File: config.mk
export PLATFORM = sky130hd
export DESIGN_NAME = arq_link_ctrl
export DESIGN_NICKNAME = d
export VERILOG_FILES = /design/src/rtl/arq_pkg.sv /design/src/rtl/arq_crc_serial.sv /design/src/rtl/arq_channel.sv /design/src/rtl/arq_tx.sv /design/src/rtl/arq_rx.sv /design/src/rtl/arq_link_ctrl.sv
export SDC_FILE = /design/constraint.sdc
export NUM_CORES = 1
export LEC_CHECK = 0
export CAP_MARGIN = 20
export CORE_MARGIN = 2
export CORE_UTILIZATION = 45
export DETAILED_ROUTE_END_ITERATION = 12
export GPL_TIMING_DRIVEN = 1
export PLACE_DENSITY = 0.72
export SLEW_MARGIN = 20
export SYNTH_ARGS = -nofsm -noshare
export SYNTH_HDL_FRONTEND = slang
export SYNTH_SLANG_ARGS = --single-unit
File: constraint.sdc
create_clock -name clk -period 9.45 [get_ports clk]
set_clock_uncertainty 0.15 [all_clocks]
set_input_delay 2.835 -clock clk [delete_from_list [all_inputs] [get_ports clk]]
set_output_delay 2.835 -clock clk [all_outputs]
set_load 0.01 [all_outputs]
File: src/rtl/arq_pkg.sv
package arq_pkg;

    localparam int LFSR_W = 16;

    typedef enum logic [1:0] {
        TX_IDLE,
        TX_CALC,
        TX_WAIT
    } tx_state_e;

    typedef enum logic {
        RX_IDLE,
        RX_CHECK
    } rx_state_e;

    typedef struct packed {
        logic ack;
        logic seq;
    } resp_t;

    // maximal-length Fibonacci LFSR, taps 16/14/13/11
    function automatic logic [LFSR_W-1:0] lfsr_step(input logic [LFSR_W-1:0] s);
        return {s[LFSR_W-2:0], s[15] ^ s[13] ^ s[12] ^ s[10]};
    endfunction

endpackage

File: src/rtl/arq_crc_serial.sv
module arq_crc_serial #(
    parameter int MSG_W = 33,
    parameter int CRC_W = 8,
    parameter logic [CRC_W-1:0] POLY = 'h07
) (
    input  logic             clk,
    input  logic             rst,
    input  logic             start,
    input  logic [MSG_W-1:0] msg,
    output logic             done,
    output logic [CRC_W-1:0] crc
);
    localparam int CNT_W = $clog2(MSG_W + 1);

    logic [MSG_W-1:0] sh;
    logic [CNT_W-1:0] left;
    logic             busy;
    logic             fb;

    assign fb = crc[CRC_W-1] ^ sh[MSG_W-1];

    always_ff @(posedge clk) begin
        if (rst) begin
            sh   <= '0;
            crc  <= '0;
            left <= '0;
            busy <= 1'b0;
            done <= 1'b0;
        end else begin
            done <= 1'b0;
            if (start) begin
                sh   <= msg;
                crc  <= '0;
                left <= CNT_W'(MSG_W);
                busy <= 1'b1;
            end else if (busy) begin
                sh   <= sh << 1;
                crc  <= {crc[CRC_W-2:0], 1'b0} ^ (fb ? POLY : '0);
                left <= left - 1'b1;
                if (left == CNT_W'(1)) begin
                    busy <= 1'b0;
                    done <= 1'b1;
                end
            end
        end
    end


    crc_done_pulse_chk: assert property (@(posedge clk) disable iff (rst)
        done |=> !done);


    crc_no_restart_chk: assert property (@(posedge clk) disable iff (rst)
        busy |-> !start);

endmodule

File: src/rtl/arq_channel.sv
module arq_channel
    import arq_pkg::*;
#(
    parameter int FRAME_W = 41,
    parameter logic [LFSR_W-1:0] SEED = 16'hACE1
) (
    input  logic               clk,
    input  logic               rst,
    input  logic [LFSR_W-1:0]  fwd_thresh,
    input  logic [LFSR_W-1:0]  rev_thresh,
    input  logic               tx_push,
    input  logic [FRAME_W-1:0] tx_frame,
    input  logic               rx_pop,
    output logic               fwd_rdy,
    output logic [FRAME_W-1:0] fwd_frame,
    input  logic               rx_resp_push,
    input  resp_t              rx_resp,
    input  logic               tx_resp_pop,
    output logic               rev_rdy,
    output resp_t              rev_resp
);
    logic [LFSR_W-1:0]  lfsr;
    logic [LFSR_W-1:0]  rot;
    logic [LFSR_W-1:0]  pos;
    logic [FRAME_W-1:0] mask;
    logic               hit_fwd;
    logic               hit_rev;

    assign hit_fwd = (lfsr <= fwd_thresh);
    assign hit_rev = (lfsr <= rev_thresh);
    assign rot     = {lfsr[7:0], lfsr[15:8]};
    assign pos     = rot % LFSR_W'(FRAME_W);
    assign mask    = FRAME_W'(1) << pos;

    always_ff @(posedge clk) begin
        if (rst) begin
            lfsr      <= SEED;
            fwd_rdy   <= 1'b0;
            fwd_frame <= '0;
            rev_rdy   <= 1'b0;
            rev_resp  <= '0;
        end else begin
            lfsr <= lfsr_step(lfsr);
            if (tx_push) begin
                fwd_frame <= hit_fwd ? (tx_frame ^ mask) : tx_frame;
                fwd_rdy   <= 1'b1;
            end else if (rx_pop) begin
                fwd_rdy <= 1'b0;
            end
            if (rx_resp_push && !hit_rev) begin
                rev_resp <= rx_resp;
                rev_rdy  <= 1'b1;
            end else if (tx_resp_pop) begin
                rev_rdy <= 1'b0;
            end
        end
    end


    clean_pass_chk: assert property (@(posedge clk) disable iff (rst)
        (tx_push && fwd_thresh == '0) |=> (fwd_frame == $past(tx_frame)));


    one_flip_chk: assert property (@(posedge clk) disable iff (rst)
        tx_push |=> ($countones(fwd_frame ^ $past(tx_frame)) <= 1));

endmodule

File: src/rtl/arq_tx.sv
module arq_tx
    import arq_pkg::*;
#(
    parameter int PAYLOAD_W = 32,
    parameter int CRC_W     = 8,
    parameter logic [CRC_W-1:0] POLY = 'h07,
    parameter int TIMEOUT   = 128,
    parameter int CNT_W     = 16
) (
    input  logic                         clk,
    input  logic                         rst,
    input  logic                         src_valid,
    input  logic [PAYLOAD_W-1:0]         src_data,
    output logic                         src_ready,
    output logic                         tx_push,
    output logic [PAYLOAD_W+CRC_W:0]     tx_frame,
    input  logic                         rev_rdy,
    input  resp_t                        rev_resp,
    output logic                         resp_pop,
    output logic [CNT_W-1:0]             cnt_retx,
    output logic [CNT_W-1:0]             cnt_nack
);
    localparam int MSG_W   = PAYLOAD_W + 1;
    localparam int FRAME_W = MSG_W + CRC_W;
    localparam int TMR_W   = $clog2(TIMEOUT + 1);

    tx_state_e              state;
    logic                   seq;
    logic [PAYLOAD_W-1:0]   payload_q;
    logic [FRAME_W-1:0]     frame_q;
    logic [TMR_W-1:0]       timer;
    logic                   crc_start;
    logic                   crc_done;
    logic [CRC_W-1:0]       crc_val;
    logic                   ack_ok;
    logic                   nack_in;
    logic                   tmo;
    logic                   resend;

    assign crc_start = (state == TX_IDLE) && src_valid;
    assign src_ready = (state == TX_IDLE);
    assign ack_ok    = (state == TX_WAIT) && rev_rdy && rev_resp.ack && (rev_resp.seq == seq);
    assign nack_in   = (state == TX_WAIT) && rev_rdy && !rev_resp.ack;
    assign tmo       = (state == TX_WAIT) && (timer == TMR_W'(TIMEOUT - 1));
    assign resend    = !ack_ok && (nack_in || tmo);
    assign resp_pop  = (state == TX_WAIT) && rev_rdy;
    assign tx_push   = ((state == TX_CALC) && crc_done) || resend;
    assign tx_frame  = (state == TX_CALC) ? {seq, payload_q, crc_val} : frame_q;

    arq_crc_serial #(.MSG_W(MSG_W), .CRC_W(CRC_W), .POLY(POLY)) u_crc (
        .clk   (clk),
        .rst   (rst),
        .start (crc_start),
        .msg   ({seq, src_data}),
        .done  (crc_done),
        .crc   (crc_val)
    );

    always_ff @(posedge clk) begin
        if (rst) begin
            state     <= TX_IDLE;
            seq       <= 1'b0;
            payload_q <= '0;
            frame_q   <= '0;
            timer     <= '0;
            cnt_retx  <= '0;
            cnt_nack  <= '0;
        end else begin
            unique case (state)
                TX_IDLE: if (src_valid) begin
                    payload_q <= src_data;
                    state     <= TX_CALC;
                end
                TX_CALC: if (crc_done) begin
                    frame_q <= {seq, payload_q, crc_val};
                    timer   <= '0;
                    state   <= TX_WAIT;
                end
                TX_WAIT: begin
                    if (ack_ok) begin
                        seq   <= ~seq;
                        state <= TX_IDLE;
                    end else if (nack_in) begin
                        cnt_retx <= cnt_retx + 1'b1;
                        cnt_nack <= cnt_nack + 1'b1;
                        timer    <= '0;
                    end else if (tmo) begin
                        cnt_retx <= cnt_retx + 1'b1;
                        timer    <= '0;
                    end else begin
                        timer <= timer + 1'b1;
                    end
                end
                default: state <= TX_IDLE;
            endcase
        end
    end


    tx_hold_chk: assert property (@(posedge clk) disable iff (rst)
        (src_valid && src_ready) |=> !src_ready);


    retx_step_chk: assert property (@(posedge clk) disable iff (rst)
        (cnt_retx != $past(cnt_retx)) |-> (cnt_retx == $past(cnt_retx) + 1'b1));

endmodule

File: src/rtl/arq_rx.sv
module arq_rx
    import arq_pkg::*;
#(
    parameter int PAYLOAD_W = 32,
    parameter int CRC_W     = 8,
    parameter logic [CRC_W-1:0] POLY = 'h07,
    parameter int CNT_W     = 16
) (
    input  logic                     clk,
    input  logic                     rst,
    input  logic                     fwd_rdy,
    input  logic [PAYLOAD_W+CRC_W:0] fwd_frame,
    output logic                     rx_pop,
    output logic                     resp_push,
    output resp_t                    resp,
    output logic                     dlv_valid,
    output logic [PAYLOAD_W-1:0]     dlv_data,
    output logic [CNT_W-1:0]         cnt_delivered
);
    localparam int MSG_W   = PAYLOAD_W + 1;
    localparam int FRAME_W = MSG_W + CRC_W;

    rx_state_e          state;
    logic [FRAME_W-1:0] frame_q;
    logic               expect_seq;
    logic               crc_done;
    logic [CRC_W-1:0]   crc_val;
    logic               good;
    logic               fseq;

    assign rx_pop    = (state == RX_IDLE) && fwd_rdy;
    assign good      = (crc_val == frame_q[CRC_W-1:0]);
    assign fseq      = frame_q[FRAME_W-1];
    assign resp_push = (state == RX_CHECK) && crc_done;
    assign resp      = '{ack: good, seq: fseq};

    arq_crc_serial #(.MSG_W(MSG_W), .CRC_W(CRC_W), .POLY(POLY)) u_crc (
        .clk   (clk),
        .rst   (rst),
        .start (rx_pop),
        .msg   (fwd_frame[FRAME_W-1:CRC_W]),
        .done  (crc_done),
        .crc   (crc_val)
    );

    always_ff @(posedge clk) begin
        if (rst) begin
            state         <= RX_IDLE;
            frame_q       <= '0;
            expect_seq    <= 1'b0;
            dlv_valid     <= 1'b0;
            dlv_data      <= '0;
            cnt_delivered <= '0;
        end else begin
            dlv_valid <= 1'b0;
            unique case (state)
                RX_IDLE: if (fwd_rdy) begin
                    frame_q <= fwd_frame;
                    state   <= RX_CHECK;
                end
                RX_CHECK: if (crc_done) begin
                    if (good && (fseq == expect_seq)) begin
                        dlv_valid     <= 1'b1;
                        dlv_data      <= frame_q[FRAME_W-2:CRC_W];
                        cnt_delivered <= cnt_delivered + 1'b1;
                        expect_seq    <= ~expect_seq;
                    end
                    state <= RX_IDLE;
                end
                default: state <= RX_IDLE;
            endcase
        end
    end


    dlv_pulse_chk: assert property (@(posedge clk) disable iff (rst)
        dlv_valid |=> !dlv_valid);


    deliv_count_chk: assert property (@(posedge clk) disable iff (rst)
        dlv_valid |-> (cnt_delivered != $past(cnt_delivered)));

endmodule

File: src/rtl/arq_link_ctrl.sv
module arq_link_ctrl
    import arq_pkg::*;
#(
    parameter int PAYLOAD_W = 32,
    parameter int CRC_W     = 8,
    parameter logic [CRC_W-1:0] CRC_POLY = 8'h07,
    parameter int TIMEOUT   = 128,
    parameter int CNT_W     = 16,
    parameter logic [LFSR_W-1:0] LFSR_SEED = 16'hACE1
) (
    input  logic                 clk,
    input  logic                 rst,
    input  logic                 src_valid,
    input  logic [PAYLOAD_W-1:0] src_data,
    output logic                 src_ready,
    input  logic [LFSR_W-1:0]    fwd_thresh,
    input  logic [LFSR_W-1:0]    rev_thresh,
    output logic                 dlv_valid,
    output logic [PAYLOAD_W-1:0] dlv_data,
    output logic [CNT_W-1:0]     cnt_delivered,
    output logic [CNT_W-1:0]     cnt_retx,
    output logic [CNT_W-1:0]     cnt_nack
);
    localparam int FRAME_W = PAYLOAD_W + 1 + CRC_W;

    logic               tx_push;
    logic [FRAME_W-1:0] tx_frame;
    logic               rx_pop;
    logic               fwd_rdy;
    logic [FRAME_W-1:0] fwd_frame;
    logic               rx_resp_push;
    resp_t              rx_resp;
    logic               tx_resp_pop;
    logic               rev_rdy;
    resp_t              rev_resp;

    arq_tx #(
        .PAYLOAD_W(PAYLOAD_W), .CRC_W(CRC_W), .POLY(CRC_POLY),
        .TIMEOUT(TIMEOUT), .CNT_W(CNT_W)
    ) u_tx (
        .clk       (clk),
        .rst       (rst),
        .src_valid (src_valid),
        .src_data  (src_data),
        .src_ready (src_ready),
        .tx_push   (tx_push),
        .tx_frame  (tx_frame),
        .rev_rdy   (rev_rdy),
        .rev_resp  (rev_resp),
        .resp_pop  (tx_resp_pop),
        .cnt_retx  (cnt_retx),
        .cnt_nack  (cnt_nack)
    );

    arq_channel #(.FRAME_W(FRAME_W), .SEED(LFSR_SEED)) u_chan (
        .clk          (clk),
        .rst          (rst),
        .fwd_thresh   (fwd_thresh),
        .rev_thresh   (rev_thresh),
        .tx_push      (tx_push),
        .tx_frame     (tx_frame),
        .rx_pop       (rx_pop),
        .fwd_rdy      (fwd_rdy),
        .fwd_frame    (fwd_frame),
        .rx_resp_push (rx_resp_push),
        .rx_resp      (rx_resp),
        .tx_resp_pop  (tx_resp_pop),
        .rev_rdy      (rev_rdy),
        .rev_resp     (rev_resp)
    );

    arq_rx #(
        .PAYLOAD_W(PAYLOAD_W), .CRC_W(CRC_W), .POLY(CRC_POLY), .CNT_W(CNT_W)
    ) u_rx (
        .clk           (clk),
        .rst           (rst),
        .fwd_rdy       (fwd_rdy),
        .fwd_frame     (fwd_frame),
        .rx_pop        (rx_pop),
        .resp_push     (rx_resp_push),
        .resp          (rx_resp),
        .dlv_valid     (dlv_valid),
        .dlv_data      (dlv_data),
        .cnt_delivered (cnt_delivered)
    );

endmodule

## After elaboration in Yosys (flattened, before gate mapping)

Index checks and enable logic that the tools add are counted.

- Word-level logic and storage cells: 145
- Input bits: 67
- Bits in registers: 367
- Output and inout bits: 82

- Magnitude comparators: 2
- Div/mod/pow operators: 1
- Shifts and indexed selects: 1
- $add $sub $neg: 6
- Multiplexer cells: 39
- Bitwise logic cells: 15
- Reductions and logical operators: 38
- Eq/ne operators: 12

Operators by type and width:

| operator | count |
|---|---|
| $mux 33 | 4 |
| $mux 41 | 2 |
| $add 16x1->16 const B | 3 |
| $shl 1x16->41 const A | 1 |
| $xor 41x41->41 | 1 |
| $le 16x16->1 | 2 |
| $mux 16 | 2 |
| $mux 8 | 4 |
| $mux 6 | 4 |
| $mod 16x6->16 const B | 1 |
| $pmux 8 s2 | 1 |
| $xor 8x3->8 | 2 |
| $mux 1 | 15 |
| $reduce_and 3->1 | 5 |
| $eq 6x1->1 const B | 2 |
| $logic_and 1x1->1 | 12 |
| $reduce_bool 2->1 | 6 |
| $sub 6x1->6 const B | 2 |
| $reduce_or 3->1 | 3 |
| $add 8x1->8 const B | 1 |
| $eq 8x7->1 const B | 1 |
| $eq 8x8->1 | 1 |
| $reduce_and 2->1 | 4 |
| $not 1->1 | 7 |
| 14 further kinds | 28 |

## Longest topological paths before layout

- Word-level depth: 8
- Mapped depth: 44
- Gate-level depth less buffers: 38

## Modules after synthesis

From an unflattened synthesis, not the netlist that was laid out.

- Cell total of the unflattened synthesis: 2485
- Area, all modules: 20443.4 sq um

By module, submodules not included:

| module | cells an instance | area an instance (sq um) | sequential area each (sq um) | times used |
|---|---|---|---|---|
| arq_channel | 959 | 7206.9 | 1221.2 | 1 |
| arq_tx | 617 | 5139.9 | 2322.2 | 1 |
| arq_crc_serial | 248 | 2234.6 | 980.9 | 2 |
| arq_rx | 413 | 3627.2 | 1841.8 | 1 |

## Worst setup path before layout

No wires, ideal clock.

- Kind: reg-to-reg
- Start: register u_chan.lfsr[2]
- End: register u_chan.fwd_frame[31]
- Period minus slack after synthesis: 9533 ps
- Path buffers: 3
- Required time: 9230 ps
- Library setup time: 70 ps
- Cell stages (with the launch flop): 41
- Arrival: 9313 ps
- Setup slack: -83 ps
- Path through: dfxtp_1 buf_4 or2_4 or4_1 o311a_1 and4_1 nand2b_1 buf_4 a221oi_2 o211a_1 nor2_1 a2111oi_1 or2_1 a21oi_2 o311a_1 nor2_1 mux2_2 and2_1 [... 5 more ...] a21oi_1 ha_1 nor3_1 and3b_1 o21ai_2 a21boi_4 xnor2_1 ha_1 inv_1 o211a_1 nor3_1 o31a_2 o2111ai_2 buf_6 nor4_2 xnor2_1 nand2_1 a21oi_1

- Cells in the longest elaborated chain, start to end: 4
- Elaborated cells on any way between the ends: 5
- Classes of those cells: div (1); order compare (1); shift (1); mux (1); bitwise (1)

RTL lines:

| what | line | source |
|---|---|---|
| start, declared | arq_channel.sv:22 | `logic [LFSR_W-1:0] lfsr;` |
| start signal, assigned | arq_channel.sv:43 | `lfsr <= lfsr_step(lfsr);` |
| $mod 16x6->16 | arq_channel.sv:32 | `assign pos = rot % LFSR_W'(FRAME_W);` |
| $shl 1x16->41 | arq_channel.sv:33 | `assign mask = FRAME_W'(1) << pos;` |
| $xor 41x41->41 | arq_channel.sv:45 | `fwd_frame <= hit_fwd ? (tx_frame ^ mask) : tx_frame;` |
| $mux 41 (*) | arq_channel.sv:45 |  |
| end signal, assigned | arq_channel.sv:45 |  |
| end, declared | arq_channel.sv:15 | `output logic [FRAME_W-1:0] fwd_frame,` |

Every way passes the cells marked *; elsewhere a longest branch is shown, timed or not.
A chain may end at the register's enable or synchronous reset.

## Worst setup path in the final report

- Start: register u_chan.lfsr[6]
- End: register u_chan.fwd_frame[4]

The elaborated chain is that of the path after synthesis.

==> flow_summary_export.csv <==
group,metric,value,unit
outcome,status,"complete, but fails checks",
setup_path,cp_slowest_cell,"or4_4",
floorplan,num_rows,75,
synthesis,synth_edf_count,0,
synthesis,synth_top_cell_by_area,"dfxtp_1",
synthesis,synth_cells,2366,
sta,finalHoldViolCount,0,
setup_path,start_kind,"flip-flop",
floorplan,dieHeight,211.4,um
floorplan,io_pins,149,
clock_tree,numCtsBuffers,40,
placed_design,dpl.hpwl,34.47,mm
final_layout,final_common_cell,"nand2_1",
final_layout,drive_gt1_frac,0.2275,
synthesis,synth_seq_cells,367,
outcome,violations,"setup timing",
global_route,met2_usage,0.3520,
min_path,hold_path.class,"reg -> reg",
routing,via_count,17878,
synthesis,synth_top_area_frac,0.3796,
setup_path,arrival,9.97,ns
sta,fin_tns_setup,-3.326,ns
clock_tree,clock_latency,0.57,ns
synthesis,syn_area,19350,um2
sta,fin_crit,9.640,ns
synthesis,syn-num-nets,2477,
final_layout,stdcell_count,3211,
synthesis,synth_cell_types,113,
synthesis,synth_area_leaders,"dfxtp_1 38%, nand2_1 9.9%, a21oi_1 8.4%",
synthesis,seq_area_frac_synth,0.3796,
placed_design,gp_congestion,0.8887,
clock_tree,cts_hold_buf,0,
setup_path,cp-end-kind,"flip-flop",
global_route,grt_usage,0.2189,
setup_path,worstPathRequired,9.78,ns
clock_tree,htreeDepth,2,
setup_path,crit_fanout,8,
final_layout,synthToLayoutAreaGrowth,31.32,%
floorplan,die_w,211.4,um
setup_path,crit_type,"reg -> reg",
global_route,grt_pass1_vias,16743,
sta,layout_setup_ws,-0.1900,ns
clock_tree,cts_tree,"yes",
clock_tree,clk_pin_slew,0.06,ns
routing,dr.pass1.iters,7,
clock_tree,clockBufferDepth,3,
routing,wl_per_cell,16.53,um
final_layout,diodes,0,
sta,setup_viol,38,
placed_design,portBuffers,148,
routing,drcViolationCount,0,
sta,tightestPinTransition,0.9494,ns
sta,fin_crit_sh,1.020,
global_route,grt_max_degree,94,
routing,antenna_left,0,
clock_tree,cts.sinks,367,
sta,relSlewSlack,0.3671,
global_route,use_met3,0.03160,
routing,wl,53.06,mm
synthesis,synth_ff_type,"dfxtp_1",
sta,rsz0062_at_grt,"true",
global_route,gr-total-overflow,0,
global_route,top_usage_layer,"met2",
placed_design,dp_cells,3093,
synthesis,async_reset_ff_frac,0,
final_layout,mostFrequentLayoutCells,"507 x nand2_1, 360 x dfxtp_1, 309 x a21oi_1, 211 x buf_4, 147 x clkdlybuf4s50_1",
floorplan,coreArea,42230,um2
routing,routed_via_density,5.568,
global_route,grt_pass1_wl,82.01,mm
global_route,antenna_found_initial,0,
floorplan,die_area,44680,um2
floorplan,start_util,0.4583,
global_route,grtUsageMet1,0.3015,
clock_tree,root_buffer,"clkbuf_16",
flow_run,max_cap_viol_count,0,
synthesis,avgSynthCellArea,8.179,um2
setup_path,crit_top_cell,"buf_6",
sta,slew_violations,0,
sta,clock.fmax,103.7,MHz
final_layout,fin_nets,2761,
synthesis,synth_warnings,0,
setup_path,max_stage_delay,0.55,ns
routing,drt-initial-drc-count,1307,
## critical path, delay by kind of cell (launching register included)
| family | cells | cell delay [ns] |
|---|---|---|
| adders and majority gates | 2 | 0.39 |
| muxes | 2 | 0.31 |
| buffers and inverters | 11 | 1.61 |
| and+or+nand+nor | 12 | 2.59 |
| xor gates and xnor gates | 2 | 0.36 |
| DFF | 1 | 0.37 |
| AOI/OAI and AO/OA | 18 | 3.79 |
## cell usage after synthesis, types with 22 or more instances
cell and n:
nand2_1 509, dfxtp_1 367, a21oi_1 325, nor2_1 144, clkbuf_1 90, xnor2_1 86, mux2i_1 74, mux2_2 73
inv_1 63, ha_1 44, o21ai_0 42, xor2_1 35, nand4_1 31, nor4_1 31, nor3_1 30, nand3_1 29
nor4_2 23, nand2b_1 22
## area by class of cell
class	count	area, um2
Clock buffer	54	1104
Clock inverter	10	113.9
Fill cell	3540	16810
Inverter	65	244.0
Multi-Input combinational cell	1789	12440
Sequential cell	367	7363
Tap cell	539	674.4
Timing Repair Buffer	387	3473
## per-stage QoR
stage | setup WS (ns) | utilization | hold slack, ns | area, um2
floorplan | 0.04594 | - | 0.2821 | 19360
global placement | -0.1531 | 0.5278 | 0.2888 | 22290
detailed placement | -0.3244 | 0.5278 | 0.2950 | 22290
CTS | 0.00007727 | 0.5608 | 0.2949 | 23680
global route | -0.6266 | 0.6018 | 0.3135 | 25410
finish | -0.1900 | 0.6018 | 0.2976 | 25410
## sequential cells by signal, summed over array words and instances, names as in the netlist, 2 cells and up
signal              count
u_tx.frame_q           41
u_chan.lfsr            16
u_rx.u_crc.sh          33
u_rx.frame_q           41
u_tx.cnt_retx          16
u_rx.cnt_delivered     16
u_tx.cnt_nack          16
u_tx.u_crc.left         6
u_chan.rev_resp         2
u_chan.fwd_frame       41
u_tx.timer              8
u_tx.state              2
u_tx.u_crc.sh          33
u_rx.dlv_data          32
u_rx.u_crc.crc          8
u_tx.u_crc.crc          8
u_tx.payload_q         32
u_rx.u_crc.left         6
## layer usage
layer  routed length (um)  vias up
met4                 1312        0
li1                     -     8824
met3                 2738       96
met2                24970      546
met1                24040     8412
met5                    0        -
## timing repair
item	in CTS	in global routing
gates cloned	0	6
endpoints found under the setup margin	41	41
gates resized for setup	25	228
setup buffers	4	44
pin swaps	6	115
## final timing paths
kind / startpoint / endpoint / slack [ns] / cells after the start
setup / recovery: u_chan.lfsr[6]$_SDFF_PP1_ / u_chan.fwd_frame[4]$_SDFFE_PP0P_ / -0.19 / 47
hold / removal: u_chan.fwd_frame[2]$_SDFFE_PP0P_ / u_rx.frame_q[2]$_SDFFE_PP0P_ / 0.30 / 2
setup reg to reg: u_chan.lfsr[6]$_SDFF_PP1_ / u_chan.fwd_frame[4]$_SDFFE_PP0P_ / -0.19 / 47
hold reg to reg: u_chan.fwd_frame[2]$_SDFFE_PP0P_ / u_rx.frame_q[2]$_SDFFE_PP0P_ / 0.30 / 2
## cells by family (layout without fill, tap and decap cells)
group | after synthesis | after routing | synth area share
multiplexers | 148 | 148 | 0.08192
buffers and inverters | 212 | 516 | 0.04946
AND/OR/NAND/NOR | 927 | 927 | 0.2253
AO/OA/AOI/OAI | 545 | 546 | 0.1785
adder cells (fa/ha/maj) | 45 | 45 | 0.02897
XOR/XNOR | 122 | 123 | 0.05618
flip-flops | 367 | 367 | 0.3796
Power is left out: the tool's default activity adds up to more than one toggle a clock period on the data nets, which glitch-free logic cannot reach.
